[src/rtl/baud_nco_pkg.sv]
// Package: shared defaults for the NCO baud tick generator.
// Assumes: every width and count in the block derives from these values.
package baud_nco_pkg;
    localparam int unsigned DEF_INC_W     = 16; // increment field width
    localparam int unsigned DEF_ACC_W     = 20; // phase register width
    localparam int unsigned DEF_CHAR_BITS = 10; // bit periods per character

    // Width of a counter that holds 0 .. n-1
    function automatic int unsigned cnt_width(input int unsigned n);
        return (n <= 2) ? 1 : $clog2(n);
    endfunction
endpackage

[src/rtl/nco_phase_acc.sv]
// Module: nco_phase_acc
// Adds the increment to a phase register on every enabled clock edge.
// Exposes the carry of the current sum as a combinational signal and a
// registered tick that is high for the cycle after each wrap.
// Assumes ACC_W > INC_W, so one addition can wrap the register at most once.
module nco_phase_acc #(
    parameter int unsigned INC_W = 16,
    parameter int unsigned ACC_W = 20
) (
    input  logic             clk,
    input  logic             rst_n,
    input  logic             en,
    input  logic [INC_W-1:0] incr,
    output logic             carry_c,
    output logic             tick_q
);
    localparam int unsigned SUM_W = ACC_W + 1;
    localparam int unsigned PAD_W = SUM_W - INC_W;

    logic [ACC_W-1:0] phase_q;
    logic [SUM_W-1:0] sum_c;

    // Next phase value, with the carry in the top bit
    always_comb begin
        sum_c   = {1'b0, phase_q} + {{PAD_W{1'b0}}, incr};
        carry_c = en & sum_c[SUM_W-1];
    end

    // Phase register and registered tick; a reset or disable clears both
    always_ff @(posedge clk) begin
        if (!rst_n || !en) begin
            phase_q <= '0;
            tick_q  <= 1'b0;
        end else begin
            phase_q <= sum_c[ACC_W-1:0];
            tick_q  <= sum_c[SUM_W-1];
        end
    end
endmodule

[src/rtl/char_slot_cnt.sv]
// Module: char_slot_cnt
// Counts bit steps and raises a registered pulse on the step that completes
// a character of SLOTS bit periods.
// Assumes step is the combinational carry, so the pulse lines up with the
// registered bit tick.
module char_slot_cnt #(
    parameter int unsigned SLOTS = 10
) (
    input  logic clk,
    input  logic rst_n,
    input  logic en,
    input  logic step,
    output logic done_q
);
    localparam int unsigned CNT_W = baud_nco_pkg::cnt_width(SLOTS);
    localparam logic [CNT_W-1:0] LAST = CNT_W'(SLOTS - 1);

    logic [CNT_W-1:0] slot_q;
    logic             at_last_c;

    // Marks the final slot of a character
    always_comb at_last_c = (slot_q == LAST);

    // Slot counter and character pulse; a reset or disable restarts them
    always_ff @(posedge clk) begin
        if (!rst_n || !en) begin
            slot_q <= '0;
            done_q <= 1'b0;
        end else begin
            done_q <= step & at_last_c;
            if (step) begin
                slot_q <= at_last_c ? '0 : slot_q + 1'b1;
            end
        end
    end
endmodule

[src/rtl/baud_nco_gen.sv]
// Module: baud_nco_gen (top)
// Bit and character timing for a serial port, driven by a fractional
// phase accumulator: bit rate = incr * f_clk / 2^ACC_W.
// Assumes incr is stable or changes only between edges; a change
// applies at the next edge.
module baud_nco_gen #(
    parameter int unsigned INC_W     = baud_nco_pkg::DEF_INC_W,
    parameter int unsigned ACC_W     = baud_nco_pkg::DEF_ACC_W,
    parameter int unsigned CHAR_BITS = baud_nco_pkg::DEF_CHAR_BITS
) (
    input  logic             clk,
    input  logic             rst_n,
    input  logic             en,
    input  logic [INC_W-1:0] incr,
    output logic             bit_tick,
    output logic             char_tick
);
    logic carry_w;

    nco_phase_acc #(
        .INC_W (INC_W),
        .ACC_W (ACC_W)
    ) u_phase (
        .clk     (clk),
        .rst_n   (rst_n),
        .en      (en),
        .incr    (incr),
        .carry_c (carry_w),
        .tick_q  (bit_tick)
    );

    char_slot_cnt #(
        .SLOTS (CHAR_BITS)
    ) u_slots (
        .clk    (clk),
        .rst_n  (rst_n),
        .en     (en),
        .step   (carry_w),
        .done_q (char_tick)
    );
endmodule

[config.mk]
export PLATFORM = sky130hd
export DESIGN_NAME = baud_nco_gen
export DESIGN_NICKNAME = d
export VERILOG_FILES = /design/src/rtl/baud_nco_pkg.sv /design/src/rtl/nco_phase_acc.sv /design/src/rtl/char_slot_cnt.sv /design/src/rtl/baud_nco_gen.sv
export SDC_FILE = /design/constraint.sdc
export NUM_CORES = 1
export LEC_CHECK = 0
export BUFFER_PORTS_ARGS = -buffer_cell sky130_fd_sc_hd__buf_2
export CORE_MARGIN = 2
export CORE_UTILIZATION = 57
export DETAILED_ROUTE_END_ITERATION = 16
export PLACE_DENSITY = 0.79
export SETUP_SLACK_MARGIN = 0.4
export SYNTH_ARGS = -nofsm -noshare
export SYNTH_HDL_FRONTEND = slang
export SYNTH_SLANG_ARGS = --single-unit
export TNS_END_PERCENT = 30
[constraint.sdc]
create_clock -name clk -period 2.5 [get_ports clk]
set_input_delay 0 -clock clk [delete_from_list [all_inputs] [get_ports clk]]
set_output_delay 0 -clock clk [all_outputs]
set_load 0.005 [all_outputs]
* Yosys cells after proc, flatten, opt, wreduce, memory -nomap -nowiden
Index checks and enable logic that the tools add are counted.
Word-level totals: input bits 19, flip-flop bits (word level) 26, output and inout bits 2
Operators by class: equality and inequality tests 1, bitwise gates (word level) 2, add/subtract/negate cells 2, muxes and demuxes 1, reduce and logical (&&, ||, !) cells 3
Operators by type and width (count):
- adder 20 x 16 -> 21 bit | 1
- adder 4 x 1 -> 4 bit (second input constant) | 1
- == test 4 bit (second input constant) | 1
- two-way mux 4 bit | 1
- bitwise AND 1 bit | 2
- logical NOT 1 bit | 2
- logical OR 1 bit | 1

* Logic depth before layout (Yosys ltp)
Gate-level depths: netlist (run 1).
depth in word-level cells 3, gate-level depth with buffers 8, depth with buffers taken out 8

* Modules after synthesis
A second synthesis (run 1) with hierarchy kept.
Unflattened totals: cell total of the unflattened synthesis 203, area, all modules 1664.1 um2
By module, submodules not included:
- nco_phase_acc | sequential area each 420.4 um2, cells each 181, area each 1447.6 um2, times used 1
- char_slot_cnt | sequential area each 100.1 um2, cells each 22, area each 216.5 um2, times used 1

* Worst setup path before layout (run 1)
No wires, ideal clock.
path type reg-to-reg, from register u_phase.phase_q[0], to register u_slots.slot_q[3], path buffers 0, arrival 2017 ps, clock period less this slack 2091 ps, stages on the path, launching flop included 9, path slack 409 ps, path through dfxtp_1 -> ha_1 -> fa_1 -> a211oi_2 -> nor3b_2 -> nor4_4 -> nor2_4 -> a21bo_1 -> a31oi_1
Between the ends: word-level cells in the longest chain between the ends 2
Ends and longest elaborated chain:
- start, declared | line nco_phase_acc.sv:20 | logic [ACC_W-1:0] phase_q;
- start signal, assigned | line nco_phase_acc.sv:35 | phase_q <= sum_c[ACC_W-1:0];
- adder 20 x 16 -> 21 bit | line nco_phase_acc.sv:25 | sum_c = {1'b0, phase_q} + {{PAD_W{1'b0}}, incr};
- bitwise AND 1 bit | line nco_phase_acc.sv:26 | carry_c = en & sum_c[SUM_W-1];
- end signal, assigned | line char_slot_cnt.sv:32 | slot_q <= at_last_c ? '0 : slot_q + 1'b1;
- end, declared | line char_slot_cnt.sv:18 | logic [CNT_W-1:0] slot_q;
Every way passes these cells. A chain may end at the register's enable or synchronous reset.

* Worst setup path after layout (run 1)
from register u_phase.phase_q[0], to register u_phase.phase_q[18]
Between the ends: word-level cells in the longest chain between the ends 1
Ends and longest elaborated chain (line):
- adder 20 x 16 -> 21 bit | nco_phase_acc.sv:25
Every way passes these cells.

==> run metrics, run 1 <==
Hold WC Path Type primary input to flip-flop; Area Overhead vs Synth 15.7%; antenna-violating nets left 0; CTS HTree Levels 1; die area 0.00339 mm²; post-layout min period 2.04 ns; CP max stage delay 0.37 ns; ys flop type dfxtp_1; post-synthesis sequential area ratio 31.0%; Slew @ Worst Pin 0.757 ns; Die W 58.2 µm; R2R setup slack 0.46 ns; number of global-route vias before repair 1467; Crit Path Max Fanout 5; Worst Clk Skew 0.00926 ns; Yosys reg bits 26; Unique masters post-synth 48; final hold slack 0.146 ns; first-pass GRT wire length 6120 µm; I/O pin cnt 21; R2R cell count 9; Layout Utilization 69.8%; drt wl/cell 14.2 µm; Worst EP arrival 2.26 ns; period utilization 81.6%; Max transition margin 49.4%; worst skew pair latency 0.33 ns; Post-Syn Area 0.00168 mm²; worst reg2reg path startpoint u_phase.phase_q[0]; routed vias 1554; Setup crit start u_phase.phase_q[0]; Startpoint Class flip-flop; Synth area leaders dfxtp_1 (31%), ha_1 (12%), a21oi_1 (4.8%); VDD IR max 0.000411 V; GR Util All Layers 23.0%; endpoints failing setup 0; overall die height 58.2 µm; critical path endpoint u_phase.phase_q[18]; Total Power 0.00103 W; nets 258; Mean Syn Cell Area 8.51 µm²; CTS Sinks 26; DR iter-0 viols 84; synthesized instance count 197; drt pass-1 iters 4; Fmax 490 MHz; CP cell instances ha_4 > fa_2 > a211oi_4 > nor3b_4 > nor4_4 > buf_4 > nor3_4 > xnor2_1 > nor2_1; post-route DRC violation count 0; Max clock buf depth 2; Placer Congestion 0.798; drt via density 6.17; final max-slew violation count 0; placed cell area 0.00179 mm²; post-route cell area 0.00194 mm²; setup TNS 0 ns; slowest CP cell fa_2; Leak 0.812 nW; largest net degree at the start of global routing 22; Required @ worst endpoint 2.72 ns; top cell type's share of synthesized area 31.0%; Ant. Diodes 0; HPWL Detailed 2670 µm; Hold Path Stages 4; CTS tree done; Root Driver clkbuf_4; Initial Util 60.3%; core area 0.00278 mm²; YS warnings 0; CTS Buf Count 3; initial antenna violation count 0; number of max-cap violations 0; Worst R2R End u_phase.phase_q[18]; CP Capture Type flip-flop; final hold violation count 0; final wirelength 3580 µm; PD cells 530 mW/mm²; Port Buffer Count 20; cell row count 19; WS Path Type flip-flop to flip-flop; clock-pin slew on the worst setup and hold paths 0.15 ns; syn_nets 233; Yosys top cell by area dfxtp_1; outcome completed; grt ovf 0; RSZ-0062 raised after global routing true; fraction of layout cells with a size suffix above 1 19.0%; number of synthesized flops with an enable pin 0; Post-synth ARST share 0%
synth_stat cells, types with 2 or more instances:
cell,count
mux2i_1,2
a21o_1,4
nor2b_1,3
a31oi_1,4
o21ai_1,2
nand4_1,5
xnor2_1,5
dfxtp_1,26
a21boi_0,2
clkbuf_1,2
nand2b_1,3
a211oi_1,2
buf_2,2
nor3_1,10
and3_1,3
a21oi_1,16
o21a_1,9
inv_1,2
xor2_1,4
nor2_1,21
nand2_1,18
ha_1,16
o21ai_0,6
nand3_1,6
flip-flops by register name, summed over array words and instances, names as in the netlist:
signal,cells
u_slots.slot_q,4
u_phase.tick_q,1
u_phase.phase_q,20
u_slots.done_q,1
cell type report:
cell class	count	area, µm²
Multi-Input combinational cell	164	1170
Fill cell	226	841
Sequential cell	26	522
Timing Repair Buffer	25	145
Tap cell	31	38.8
Clock inverter	1	30.0
Clock buffer	3	22.5
Inverter	2	7.51
worst max-delay path, delay by kind of cell (launching register included):
kind / cells / cell delay (ns)
and+or+nand+nor: 4 / 0.44
adders and majority gates: 2 / 0.52
AOI/OAI and AO/OA: 1 / 0.27
buffers and inverters: 1 / 0.19
DFF: 1 / 0.36
xor gates and xnor gates: 1 / 0.14
cell families (layout without fill, tap and decap cells):
group           Yosys count  in the layout  share of synthesized area, %
compound gates           57             57                          23.0
xor+xnor                  9              9                          4.70
fa+ha+maj                17             17                          13.1
buf+inv                   7             31                          1.72
flops                    26             26                          31.0
mux                       2              2                          1.19
simple gates             79             79                          25.2
worst min path at each step:
| stage | slack [ns] | to | startpoint |
|---|---|---|---|
| floorplan | 0.15 | u_phase.phase_q[0] | en |
| global placement | 0.26 | u_phase.phase_q[1] | en |
| detailed placement | 0.27 | u_phase.phase_q[0] | en |
| CTS | 0.14 | u_phase.phase_q[12] | incr[12] |
| global route | 0.16 | u_phase.phase_q[6] | incr[6] |
| finish | 0.15 | u_phase.phase_q[12] | incr[12] |
power by group:
group	switching (W)	leakage, nW	total (W)	internal, W
Clock	0.000132	0.0279	0.000295	0.000162
Sequential	0.00000735	0.212	0.000442	0.000435
Combinational	0.000165	0.571	0.000291	0.000126
Total	0.000305	0.812	0.00103	0.000723
stage by stage:
| stage | std cells | setup slack (ns) |
|---|---|---|
| final | 252 | 0.461 |
| after global routing | 252 | 0.335 |
| after CTS | 251 | 0.406 |
| after detailed placement | 243 | 0.243 |
| after global placement | 243 | 0.324 |
| after floorplan | 197 | 0.409 |
metal layers:
| metal | GRT usage (%) | routed length, µm |
|---|---|---|
| met5 | 0 | 0 |
| met4 | 9.63 | 66 |
| met3 | 3.35 | 169 |
| met2 | 41.2 | 1800 |
| met1 | 27.1 | 1550 |
layout by cell type (no fill, tap or decap), types with 2 or more instances in the layout:
master and n:
xor2_1 4, and3_1 2, mux2i_1 2, o21ai_1 3
dlygate4sd3_1 3, a21oi_1 14, nand3_1 6, ha_1 15
nor3_1 10, nand2_1 18, nand4_1 5, a21boi_0 2
a21oi_2 3, inv_1 2, buf_2 20, a21o_1 4
xnor2_1 5, nor2_1 21, nand2b_1 3, o21a_1 9
clkbuf_4 3, dfxtp_1 25, nor2b_1 3, o21ai_0 5
a31oi_1 4, buf_4 2, a211oi_1 2
timing repair:
| action | in CTS | in global routing |
|---|---|---|
| pin swaps | 2 | 1 |
| setup endpoints to repair | 10 | 12 |
| setup buffers | 1 | 1 |
| resized for setup | 1 | 10 |
| hold endpoints to repair | 2 | 0 |
| hold buffers | 3 | 0 |
| cloned | 0 | 0 |
Note: power is estimated with default switching activity, not from simulation.
==> run 2: changes to the inputs <==
Settings changed: CORE_UTILIZATION 57 to 52, PLACE_DENSITY 0.79 to 0.76.
Clock period 2.5 ns to 1.7 ns, I/O delays scaled along.
==> run metrics, run 2 (synthesis gave the netlist of run 1 again) <==
commonest non-fill, non-tap cell in the layout buf_4; Top Registers u_phase.phase_q: 20 flops, u_slots.slot_q: 4 flops; outcome complete, but fails checks; DR iter-0 viols 101; period utilization 121%; CTS HTree Levels 1; first-pass GRT wire length 7380 µm; Post-Layout Cell Count 303; Placer Congestion 0.881; number of max-cap violations 0; Worst Clk Skew 0.00270 ns; Total Power 0.00167 W; HPWL Detailed 3170 µm; CP Capture Type flip-flop; fraction of layout cells with a size suffix above 1 35.5%; routed vias 1730; largest net degree at the start of global routing 18; R2R setup slack -0.36 ns; end of the worst hold path u_phase.phase_q[0]; antenna-violating nets left 0; cell row count 20; post-route DRC violation count 0; min-delay src incr[0]; Worst EP arrival 2.32 ns; clock power share 26.6%; PD cells 726 mW/mm²; # fillers 245; endpoints failing setup 19; Hold WC Path Type primary input to flip-flop; Required @ worst endpoint 1.96 ns; Crit Path Max Fanout 8; R2R cell count 7; post-route cell area 0.00230 mm²; grt ovf 0; clock-pin slew on the worst setup and hold paths 0.15 ns; Port Buffer Count 20; Worst R2R End u_slots.slot_q[3]; Root Driver clkbuf_4; final hold slack 0.0408 ns; WS Path Type flip-flop to flip-flop; Area Overhead vs Synth 37.0%; final max-slew violation count 0; commonest cells after routing, fill and taps aside buf_4 (41), dfxtp_1 (25), nor2_1 (21); drt pass-1 iters 4; GR Util All Layers 27.0%; final wirelength 4500 µm; Cells after DPL 295; die area 0.00369 mm²; post-layout min period 2.06 ns; Startpoint Class flip-flop; CTS Buf Count 3; Initial Util 54.9%; setup TNS -3.93 ns; Max transition margin 57.8%; overall die height 60.8 µm; drt via density 5.71; worst reg2reg path startpoint u_phase.phase_q[11]; core area 0.00305 mm²; Fmax 486 MHz; Die W 60.8 µm; final worst slack -0.359 ns; max FFs per register 20; VDD IR max 0.000441 V; Max clock buf depth 2; drt wl/cell 14.9 µm; Sw Ratio 30.1%; Logic pwr share 34.2%; initial antenna violation count 0; Power Internal 0.00117 W; sw power 0.000502 W; violated checks setup timing; Leak 0.985 nW; placed cell area 0.00211 mm²; CTS Sinks 26; Slew @ Worst Pin 0.632 ns; RSZ-0062 raised after global routing true; Ant. Diodes 0; I/O pin cnt 21; nets 296; worst skew pair latency 0.34 ns; Hold Path Stages 3; final hold violation count 0; CTS tree done; Seq pwr share 39.2%; number of global-route vias before repair 1677; largest reg by FF count u_phase.phase_q
[run 2: cell count changes in the layout (fill, tap and decap cells not counted), sizes merged]
| cell | previous run | this run |
|---|---|---|
| buf | 22 | 61 |
| dlygate4sd3 | 3 | 2 |
[run 2: worst max-delay path by stage]
| stage | start | to |
|---|---|---|
| 2_1_floorplan | u_phase.phase_q[0] | u_slots.slot_q[3] |
| 3_3_place_gp | u_phase.phase_q[0] | u_phase.phase_q[12] |
| 3_5_place_dp | u_phase.phase_q[11] | u_slots.slot_q[3] |
| 4_1_cts | u_phase.phase_q[0] | u_slots.slot_q[3] |
| 5_1_grt | u_phase.phase_q[0] | u_slots.slot_q[3] |
| 6_report | u_phase.phase_q[11] | u_slots.slot_q[3] |
[run 2: critical path, cell delays in order, from the launching register on]
cell	delay, ns
dfxtp_1	0.33
ha_1	0.32
a21oi_1	0.28
o21ai_1	0.23
nor4_4	0.35
nor2_4	0.10
a21bo_1	0.19
a31oi_1	0.18
[run 2: repair_timing]
action	CTS	global route
buffers inserted	2	0
cloned	0	0
resized for setup	15	5
hold buffers	2	0
endpoints found under the hold margin	2	0
endpoints found under the setup margin	23	24
pin swaps	6	3
[run 2: area by class of cell]
| class | instances | area (µm²) | area share, % |
|---|---|---|---|
| Tap cell | 44 | 55.1 | 2.40 |
| Timing Repair Buffer | 63 | 428 | 18.6 |
| Multi-Input combinational cell | 164 | 1230 | 53.6 |
| Sequential cell | 26 | 522 | 22.7 |
| Clock buffer | 3 | 22.5 | 0.980 |
| Clock inverter | 1 | 30.0 | 1.31 |
| Inverter | 2 | 7.51 | 0.327 |
[run 2: metal layers]
metal / track usage (%) / wire (µm) / vias to the layer above
li1: - / - / 853
met1: 31.1 / 1860 / 814
met2: 49.9 / 2380 / 47
met3: 3.62 / 126 / 16
met4: 11.2 / 133 / 0
met5: 0 / 0 / -
[run 2: through the flow]
stage / utilization, % / setup WS, ns
2_1_floorplan: - / -0.186
3_3_place_gp: 69.1 / -0.284
3_5_place_dp: 69.1 / -0.323
4_1_cts: 74.8 / -0.297
5_1_grt: 75.2 / -0.426
6_report: 75.2 / -0.359
[run 2: power groups by stage]
| stage | Sequential [W] | Combinational, W | Clock, W |
|---|---|---|---|
| 4_1_cts | 0.000654 | 0.000550 | 0.000444 |
| 3_5_place_dp | 0.000665 | 0.000504 | 0 |
| 5_1_grt | 0.000657 | 0.000624 | 0.000475 |
| 2_1_floorplan | 0.000661 | 0.000305 | 0 |
| 3_3_place_gp | 0.000662 | 0.000487 | 0 |
| 6_report | 0.000655 | 0.000571 | 0.000443 |
==> run 3: changes to the inputs <==
Settings changed: CORE_MARGIN 2 to 10.
Clock period 1.7 ns to 1.75 ns, I/O delays scaled along.
==> run metrics, run 3 (synthesis gave the netlist of run 1 again) <==
max FFs per register 20; VDD IR max 0.000484 V; Setup crit start u_phase.phase_q[0]; slowest CP cell fa_2; overall die height 76.8 µm; antenna-violating nets left 0; endpoints failing setup 18; Fmax 491 MHz; routed vias 1657; PD cells 706 mW/mm²; clock-pin slew on the worst setup and hold paths 0.14 ns; post-route cell area 0.00230 mm²; CTS Sinks 26; Port Buffer Count 20; number of max-cap violations 0; final hold violation count 0; Hold WC Path Type primary input to flip-flop; Area Overhead vs Synth 36.9%; Slew @ Worst Pin 0.404 ns; Startpoint Class flip-flop; final hold slack 0.0452 ns; commonest non-fill, non-tap cell in the layout buf_4; drt wl/cell 14.2 µm; Worst Clk Skew 0.00756 ns; core area 0.00308 mm²; Initial Util 54.5%; initial antenna violation count 0; Die W 76.8 µm; violated checks setup timing; die area 0.00590 mm²; CTS HTree Levels 1; CP delay by family, top adder cells; post-route DRC violation count 0; R2R cell count 9; number of global-route vias before repair 1625; drt via density 5.58; Leak 0.991 nW; placed cell area 0.00205 mm²; final worst slack -0.288 ns; GR Util All Layers 13.1%; commonest cells after routing, fill and taps aside buf_4 (34), dfxtp_1 (25), nor2_1 (21); period utilization 116%; Ant. Diodes 0; fraction of layout cells with a size suffix above 1 34.0%; HPWL Detailed 2830 µm; Worst EP arrival 2.32 ns; largest reg by FF count u_phase.phase_q; setup TNS -3.11 ns; RSZ-0062 raised after global routing true; worst skew pair latency 0.33 ns; cell row count 20; CTS Buf Count 3; first-pass GRT wire length 6780 µm; Worst R2R End u_slots.slot_q[0]; largest net degree at the start of global routing 16; Required @ worst endpoint 2.04 ns; critical path endpoint u_slots.slot_q[0]; Post-Place Setup Slack -0.278 ns; CTS tree done; Root Driver clkbuf_4; Max transition margin 73.0%; DR iter-0 viols 79; CP cell instances ha_4 > fa_2 > a211oi_4 > nor3b_4 > nor4_4 > buf_4 > nor3_4 > a31o_1 > nand2_1; Bufs and invs on worst path 1; CP max stage delay 0.36 ns; CP Capture Type flip-flop; I/O pin cnt 21; final max-slew violation count 0; WS Path Type flip-flop to flip-flop; Top Registers u_phase.phase_q: 20 flops, u_slots.slot_q: 4 flops; Max clock buf depth 2; grt ovf 0; outcome complete, but fails checks; worst reg2reg path startpoint u_phase.phase_q[0]; R2R setup slack -0.29 ns; post-layout min period 2.04 ns; drt pass-1 iters 4; Crit Path Max Fanout 4; nets 290; final wirelength 4210 µm; Placer Congestion 0.823; WP depth 9
==> run 3: changes by cell type in the layout (fill, tap and decap cells not counted), moves of 3 or more <==
cell / delta
nor3_1: +3
buf_4: -7
o21ai_1: -3
nor3_2: -3
==> run 3: worst register-to-register path: stages (launching register included) <==
cell and delay [ns]:
dfxtp_2 0.35, ha_4 0.15, fa_2 0.36, a211oi_4 0.28
nor3b_4 0.11, nor4_4 0.24, buf_4 0.19, nor3_4 0.04
a31o_1 0.21, nand2_1 0.05
==> run 3: worst min path at each step <==
stage	from	endpoint	slack, ns	cells past startpoint
finish	incr[0]	u_phase.phase_q[0]	0.05	3
global route	incr[0]	u_phase.phase_q[0]	0.06	3
floorplan	en	u_phase.phase_q[0]	0.15	1
global placement	en	u_phase.phase_q[1]	0.26	2
detailed placement	en	u_phase.phase_q[1]	0.27	2
CTS	incr[0]	u_phase.phase_q[0]	0.04	3
==> run 3: area by class of cell <==
class / instances / area, µm²
multi-input cells: 164 / 1270
fillers: 228 / 782
flip-flops and latches: 26 / 522
repair buffers: 57 / 387
well taps: 44 / 55.1
clock inverters: 1 / 30.0
clock buffers: 3 / 22.5
inverters: 2 / 7.51
==> run 3: power by group <==
| part | internal (W) | leakage (nW) | switching (W) |
|---|---|---|---|
| combinational | 0.000276 | 0.750 | 0.000286 |
| sequential | 0.000622 | 0.212 | 0.0000131 |
| clock | 0.000232 | 0.0279 | 0.000193 |
| total | 0.00113 | 0.991 | 0.000492 |
==> run 3: metrics by stage <==
| step | std cells | utilization, % | power, W |
|---|---|---|---|
| floorplan | 197 | - | 0.000938 |
| global placement | 287 | 66.5 | 0.00110 |
| detailed placement | 287 | 66.5 | 0.00111 |
| CTS | 294 | 72.4 | 0.00158 |
| global route | 297 | 74.6 | 0.00171 |
| finish | 297 | 74.6 | 0.00162 |
==> run 3: metal layers <==
| metal | part of all wire (%) | global-route usage (%) | routed length [µm] |
|---|---|---|---|
| met1 | 45 | 16.0 | 1880 |
| met2 | 49 | 21.9 | 2050 |
| met3 | 5.7 | 2.56 | 241 |
| met4 | 1.0 | 5.02 | 42 |
| met5 | 0 | 0 | 0 |
==> run 3: what timing repair did <==
item | in CTS | in global routing
setup endpoints to repair | 22 | 23
resized for setup | 17 | 9
endpoints found under the hold margin | 2 | 0
buffers inserted | 1 | 3
hold buffers | 2 | 0
pin swaps | 10 | 5
